--- src/rtl/rcause_pkg.sv ---
// Package: bit positions, masks and reset value for the reset-cause register.
// Assumes a 16-bit register; positions are fixed because software decodes them.
package rcause_pkg;
    localparam int REG_W = 16;

    localparam int BIT_POR    = 0;
    localparam int BIT_BOR    = 1;
    localparam int BIT_IDLE   = 2;
    localparam int BIT_SLEEP  = 3;
    localparam int BIT_WDTO   = 4;
    localparam int BIT_WDTSW  = 5;
    localparam int BIT_SWRST  = 6;
    localparam int BIT_EXTPIN = 7;
    localparam int BIT_PMPWR  = 8;
    localparam int BIT_CFGMM  = 9;
    localparam int BIT_DSLP   = 10;
    localparam int BIT_RSV    = 11;
    localparam int BIT_LVSEL  = 12;
    localparam int BIT_BORSW  = 13;
    localparam int BIT_ILLOP  = 14;
    localparam int BIT_TRAP   = 15;

    // Positions that hardware events may set.
    localparam logic [REG_W-1:0] FLAG_MASK =
        (REG_W'(1) << BIT_POR)   | (REG_W'(1) << BIT_BOR)    |
        (REG_W'(1) << BIT_IDLE)  | (REG_W'(1) << BIT_SLEEP)  |
        (REG_W'(1) << BIT_WDTO)  | (REG_W'(1) << BIT_SWRST)  |
        (REG_W'(1) << BIT_EXTPIN)| (REG_W'(1) << BIT_CFGMM)  |
        (REG_W'(1) << BIT_DSLP)  | (REG_W'(1) << BIT_ILLOP)  |
        (REG_W'(1) << BIT_TRAP);

    // Software-only control positions.
    localparam logic [REG_W-1:0] CTRL_MASK =
        (REG_W'(1) << BIT_WDTSW) | (REG_W'(1) << BIT_PMPWR)  |
        (REG_W'(1) << BIT_LVSEL) | (REG_W'(1) << BIT_BORSW);

    localparam logic [REG_W-1:0] IMPL_MASK = FLAG_MASK | CTRL_MASK;

    localparam logic [REG_W-1:0] POR_VALUE =
        (REG_W'(1) << BIT_POR) | (REG_W'(1) << BIT_BOR);
endpackage

--- src/rtl/rcause_cell.sv ---
// One storage bit of the reset-cause register.
// Assumes hw_pulse is a single-cycle synchronous pulse; when HW_SET is 0
// the pulse is ignored and the bit is software-only.
module rcause_cell #(
    parameter bit HW_SET = 1'b1,
    parameter bit INIT   = 1'b0
) (
    input  logic clk,
    input  logic rst_n,
    input  logic hw_pulse,
    input  logic wr_en,
    input  logic wr_bit,
    output logic q
);
    logic set_now;

    // Purpose: qualify the hardware pulse by whether this bit accepts one.
    assign set_now = HW_SET ? hw_pulse : 1'b0;

    // Purpose: reset to INIT, hardware set beats software write, else hold.
    always_ff @(posedge clk) begin
        if (!rst_n)
            q <= INIT;
        else if (set_now)
            q <= 1'b1;
        else if (wr_en)
            q <= wr_bit;
    end
endmodule

--- src/rtl/rcause_wdt_gate.sv ---
// Watchdog-enable combiner: the fuse forces the enable, otherwise the
// software bit decides. Assumes both inputs are static or synchronous.
module rcause_wdt_gate (
    input  logic fuse_force,
    input  logic sw_enable,
    output logic wdt_en
);
    // Purpose: fuse override or software choice.
    always_comb begin
        if (fuse_force)
            wdt_en = 1'b1;
        else
            wdt_en = sw_enable;
    end
endmodule

--- src/rtl/rst_cause_reg.sv ---
// Reset-cause status and control register. Sticky cause flags are set by
// hardware pulses and written by software; control bits are software-only;
// the reserved position is tied to zero. Assumes rst_n is the power-on reset.
module rst_cause_reg
    import rcause_pkg::*;
(
    input  logic             clk,
    input  logic             rst_n,
    input  logic             wr_en,
    input  logic [REG_W-1:0] wr_data,
    input  logic [REG_W-1:0] hw_evt,
    input  logic             fuse_wdt_on,
    output logic [REG_W-1:0] rd_data,
    output logic             wdt_en
);
    logic [REG_W-1:0] bits_q;
    logic             unused_rsv;

    // Purpose: one cell per implemented position, constant zero elsewhere.
    for (genvar i = 0; i < REG_W; i++) begin : g_bit
        if (IMPL_MASK[i]) begin : g_impl
            rcause_cell #(
                .HW_SET (FLAG_MASK[i]),
                .INIT   (POR_VALUE[i])
            ) u_cell (
                .clk      (clk),
                .rst_n    (rst_n),
                .hw_pulse (hw_evt[i]),
                .wr_en    (wr_en),
                .wr_bit   (wr_data[i]),
                .q        (bits_q[i])
            );
        end else begin : g_rsv
            assign bits_q[i] = 1'b0;
        end
    end

    // Purpose: reserved-position inputs are deliberately dropped.
    assign unused_rsv = hw_evt[BIT_RSV] ^ wr_data[BIT_RSV];

    // Purpose: read port shows stored value without delay.
    assign rd_data = bits_q;

    rcause_wdt_gate u_wdt (
        .fuse_force (fuse_wdt_on),
        .sw_enable  (bits_q[BIT_WDTSW]),
        .wdt_en     (wdt_en)
    );
endmodule

--- config.mk ---
export PLATFORM = sky130hd
export DESIGN_NAME = rst_cause_reg
export DESIGN_NICKNAME = d
export VERILOG_FILES = /design/src/rtl/rcause_pkg.sv /design/src/rtl/rcause_cell.sv /design/src/rtl/rcause_wdt_gate.sv /design/src/rtl/rst_cause_reg.sv
export SDC_FILE = /design/constraint.sdc
export NUM_CORES = 1
export LEC_CHECK = 0
export CAP_MARGIN = 10
export CORE_MARGIN = 2
export CORE_UTILIZATION = 40
export CTS_CLUSTER_DIAMETER = 100
export DETAILED_ROUTE_END_ITERATION = 16
export DONT_BUFFER_PORTS = 1
export PLACE_DENSITY = 0.61
export RECOVER_POWER = 50
export REMOVE_ABC_BUFFERS = 1
export SLEW_MARGIN = 40
export SYNTH_ARGS = -nofsm -noshare
export SYNTH_HDL_FRONTEND = slang
export SYNTH_HIERARCHICAL = 1
export SYNTH_SLANG_ARGS = --single-unit
--- constraint.sdc ---
create_clock -name clk -period 1.7 [get_ports clk]
set_input_delay 0.51 -clock clk [delete_from_list [all_inputs] [get_ports clk]]
set_output_delay 0.51 -clock clk [all_outputs]
set_load 0.05 [all_outputs]
==> results of run 1 <==
-- synth_stat cells (all sizes together) --
cell,number
buf,1
conb,1
mux2i,6
dfxtp,15
mux2,9
nor2b,4
or2,1
o21a,9
nand3b,2
-- routing by layer --
metal / up-vias / global-route usage, %
li1: 177 / -
met1: 173 / 12.4
met2: 28 / 23.7
met3: 2 / 5.60
met4: 0 / 9.38
met5: - / 0
-- worst paths after layout --
check | end | slack (ps)
hold reg to reg | g_bit[5].g_impl.u_cell/q | 740
setup reg to reg | g_bit[4].g_impl.u_cell/q | 570
hold / removal | g_bit[0].g_impl.u_cell/q | 330
setup / recovery | wdt_en | 210
-- per-stage QoR --
stage | utilization, % | cells
global route | 48.9 | 68
CTS | 48.9 | 68
floorplan | - | 47
global placement | 46.9 | 64
detailed placement | 46.9 | 64
finish | 48.9 | 68
-- power breakdown --
| group | switching (W) | internal [W] |
|---|---|---|
| clock network | 0.0000984 | 0.0000908 |
| logic | 0.0000315 | 0.0000409 |
| registers | 0.0000898 | 0.000375 |
-- worst max-delay path: cells and delay by family, from the launching register on --
kind                   cells  cell delay [ps]
AND/OR/NAND/NOR            1              240
buffers and inverters      1              160
flip-flops                 1              310
-- cell families after synthesis --
family	Yosys count	synth area share [%]
AOI/OAI and AO/OA	9	11.5
buffers and inverters	1	1.28
DFF	15	51.2
muxes	15	27.5
other	1	0.639
and+or+nand+nor	7	7.89
-- area by class of cell --
type | count | area, sq um | share of cell area, %
tap | 15 | 18.8 | 2.88
timing repair buffer | 2 | 27.5 | 4.22
sequential | 15 | 300 | 46.1
clock buffer | 4 | 26.3 | 4.03
multi-input combinational | 32 | 279 | 42.8
==> flow_metrics.tcl, run 1 <==
set metrics [dict create \
    fin_crit_sh_pct 87.8 \
    synth_largest_area_cell "dfxtp_1" \
    cp-startpoint "g_bit[5].g_impl.u_cell/q" \
    top_layer "met4" \
    antenna_found_initial 0 \
    largest_register_ff_count 15 \
    place_area_sq_um 626 \
    first_pass_iters 2 \
    tightest_slew_ps 519 \
    vias 380 \
    path_cells "or2_1 > buf_12" \
    synth_top_area_share_pct 51.2 \
    core_area_sq_um 1330 \
    io_pins 53 \
    cts_tree "built" \
    fp.dieH_um 42.3 \
    dieArea_sq_um 1790 \
    synth_area_per_cell_sq_um 12.2 \
    crit_type "reg -> out" \
    hold_ws_ps 331 \
    gp_congestion 0.695 \
    wl_per_cell_um 17.1 \
    met2_length_um 634 \
    ir_drop_mv 0.597 \
    status "completed" \
    port_buffers 0 \
    cp_max_fo 2 \
    via_per_inst 5.59 \
    die_w_um 42.3 \
    critPathMaxStageDelay_ps 310 \
    ys_warn_count 6 \
    ys_seq_area_share_pct 51.2 \
    dr_wl_met3_um 124 \
    cts_hold_buf 0 \
    worstHoldStart "rst_n" \
    dpl.hpwl_um 945 \
    post-cts-setup-buffer-count 0 \
    grt_pass1_wl_um 1750 \
    netlist_area_sq_um 587 \
    worst_r2r_path_depth 2 \
    hold_path.class "in -> reg" \
    layout_common_cells "dfxtp_1, mux2_1, o21a_1, mux2i_1, nor2b_1" \
    required_ps 1190 \
    grt_pass1_vias 382 \
    cts.repair.resized 0 \
    timing.critical_path.slowest_stage_cell "dfxtp_1" \
    place_ws_ps 276 \
    r2r-start "g_bit[4].g_impl.u_cell/q" \
    nets 90 \
    period_needed_ps 1490 \
    worstSetupStartpointType "register" \
    top_register "g_bit.g_impl.u_cell/q" \
    clkTransAtPathRegs_ps 80 \
    finalSetupViolCount 0 \
    top_regs "g_bit.g_impl.u_cell/q: 15 flops" \
    nFillCells 124 \
    start_util_pct 44.0 \
    fin_ws_ps 207 \
    num_antenna_cells 0 \
    finClkSkew_ps 0 \
    rows 13 \
    drt_iter0_drc 1 \
    synth_cell_types 9 \
    grt_max_degree 16 \
    finalWirelength_um 1160 \
    arrival_ps 980 \
    drv_cap 0 \
    postSynthCellCount 48 \
    final_common_cell "dfxtp_1" \
    hold_viol 0 \
    rsz0062_at_grt "no" \
    numCtsBuffers 3 \
    holdPathStages 1 \
    ys_ff_latch 15 \
    clock_latency_ps 270 \
    grt_use_total_pct 13.5 \
    relSlewSlack_pct 65.3 \
    cts.path.max_buffers 2 \
    area_growth_pct 11.1 \
    fmax_mhz 670 \
    htree_levels 1 \
    final.setup.tns_ps 0 \
    grt_overflow 0 \
    p_total_w 0.000726 \
    synth_area_leaders "dfxtp_1, mux2_1, o21a_1" \
    drive_gt1_share_pct 9.43 \
    leakage_nw 0.266 \
    critPathCaptureType "output pin" \
    wl_met1_um 389 \
    ant_nets 0 \
    cts_root_buf "clkbuf_4" \
    drcViolationCount 0 \
    drv_slew 0 \
    cts.sinks 15 \
    p_per_area_nw_per_um2 1110 \
    stdcell_area_sq_um 652 \
]
Note: power is estimated with default switching activity, not from simulation.
==> run 2: changes to the inputs <==
- SLEW_MARGIN: 40 -> unset
==> results of run 2 <==
The final DEF is identical to that of run 1; final timing and power are the same.
==> run 3: changes to the inputs <==
- MAX_ROUTING_LAYER: unset -> met4
- SETUP_SLACK_MARGIN: unset -> 0.02
==> flow_metrics.tcl, run 3 (synthesis gave the netlist of run 1 again) <==
set metrics [dict create \
    status "completed" \
    top_regs "g_bit.g_impl.u_cell/q: 15 flops" \
    drcViolationCount 0 \
    crit_buf_inv 1 \
    layout_common_cells "dfxtp_1, mux2_1, o21a_1, mux2i_1, nor2b_1" \
    critPathCaptureType "output pin" \
    cts.sinks 15 \
    final_common_cell "dfxtp_1" \
    drive_gt1_share_pct 9.43 \
    finClkSkew_ps 0 \
    num_antenna_cells 0 \
    crit_type "reg -> out" \
    timing.rr.end "g_bit[4].g_impl.u_cell/q" \
    top_register "g_bit.g_impl.u_cell/q" \
    finalSetupViolCount 0 \
    numCtsBuffers 3 \
    dp_cells 64 \
    worst_r2r_path_depth 2 \
    critPathTopFamily "flip-flops" \
    via_per_inst 5.56 \
    vias 378 \
    relSlewSlack_pct 65.0 \
    clkTransAtPathRegs_ps 80 \
    htree_levels 1 \
    io_pins 53 \
    cts_root_buf "clkbuf_4" \
    leakage_nw 0.266 \
    dieArea_sq_um 1790 \
    grt_overflow 0 \
    cp.depth 2 \
    cts_hold_buf 0 \
    p_total_w 0.000726 \
    wl_per_cell_um 17.2 \
    crit_end "wdt_en" \
    drt_iter0_drc 0 \
    period_needed_ps 1490 \
    fp.dieH_um 42.3 \
    drv_slew 0 \
    grt_max_degree 16 \
    arrival_ps 980 \
    reg2reg_setup_slack_ps 570 \
    rows 13 \
    path_cells "or2_1 > buf_12" \
    largest_register_ff_count 15 \
    gp_congestion 0.702 \
    ant_nets 0 \
    core_area_sq_um 1330 \
    rsz0062_at_grt "no" \
    ir_drop_mv 0.596 \
    cts.path.max_buffers 2 \
    fmax_mhz 670 \
    cp-startpoint "g_bit[5].g_impl.u_cell/q" \
    grt_use_total_pct 13.9 \
    cts_tree "built" \
    fin_crit_sh_pct 87.8 \
    required_ps 1190 \
    post-cts-setup-buffer-count 0 \
    area_growth_pct 11.1 \
    cts.repair.resized 0 \
    grt_pass1_wl_um 1750 \
    antenna_found_initial 0 \
    port_buffers 0 \
    final.setup.tns_ps 0 \
    dpl.hpwl_um 945 \
    r2r-start "g_bit[4].g_impl.u_cell/q" \
    first_pass_iters 1 \
    worstSetupStartpointType "register" \
    clock_latency_ps 270 \
    tightest_slew_ps 524 \
    p_per_area_nw_per_um2 1110 \
    hold_ws_ps 331 \
    die_w_um 42.3 \
    finalWirelength_um 1170 \
    cp_max_fo 2 \
    timing.critical_path.slowest_stage_cell "dfxtp_1" \
    drv_cap 0 \
    grt_pass1_vias 381 \
    layout.cells.non_filler 68 \
    nets 90 \
    hold_path.class "in -> reg" \
    critPathMaxStageDelay_ps 310 \
    hold_viol 0 \
    start_util_pct 44.0 \
]
run 3: cell counts in the layout (fill, tap and decap cells not counted):
Identical to the previous run, type by type.
run 3: area by class of cell:
type / count / area, sq um
clock buffer: 4 / 26.3
fill: 124 / 682
multi-input combinational: 32 / 279
sequential: 15 / 300
tap: 15 / 18.8
timing repair buffer: 2 / 27.5
run 3: worst min-delay path by stage:
| stage | start | end | slack, ps | cells past startpoint |
|---|---|---|---|---|
| 2_1_floorplan | rst_n | g_bit[0].g_impl.u_cell/q | 590 | 1 |
| 3_3_place_gp | rst_n | g_bit[1].g_impl.u_cell/q | 600 | 1 |
| 3_5_place_dp | rst_n | g_bit[0].g_impl.u_cell/q | 610 | 1 |
| 4_1_cts | rst_n | g_bit[0].g_impl.u_cell/q | 320 | 1 |
| 5_1_grt | rst_n | g_bit[1].g_impl.u_cell/q | 310 | 1 |
| 6_report | rst_n | g_bit[0].g_impl.u_cell/q | 330 | 1 |
run 3: worst reg2reg max path, delay by kind of cell, from the launching register on:
kind / cells / cell delay [ps]
DFF: 1 / 480
AOI/OAI and AO/OA: 1 / 170
muxes: 1 / 380
run 3: power by group:
group / total, W / switching (W) / internal [W]
combinational: 0.0000724 / 0.0000315 / 0.0000409
sequential: 0.000464 / 0.0000898 / 0.000375
clock: 0.000189 / 0.0000979 / 0.0000908
run 3: per-stage QoR:
stage | setup slack, ps | utilization [%] | cell area, sq um
floorplan | 109 | - | 579
CTS | 190 | 48.9 | 652
global placement | 275 | 46.9 | 626
finish | 207 | 48.9 | 652
global route | 162 | 48.9 | 652
detailed placement | 276 | 46.9 | 626
run 3: routing by layer:
metal | wire [um] | vias up | global-route usage (%)
met5 | 0 | - | -
met4 | 22 | 0 | 9.38
met3 | 119 | 4 | 5.60
met2 | 630 | 28 | 23.7
met1 | 399 | 170 | 12.4
li1 | - | 176 | -
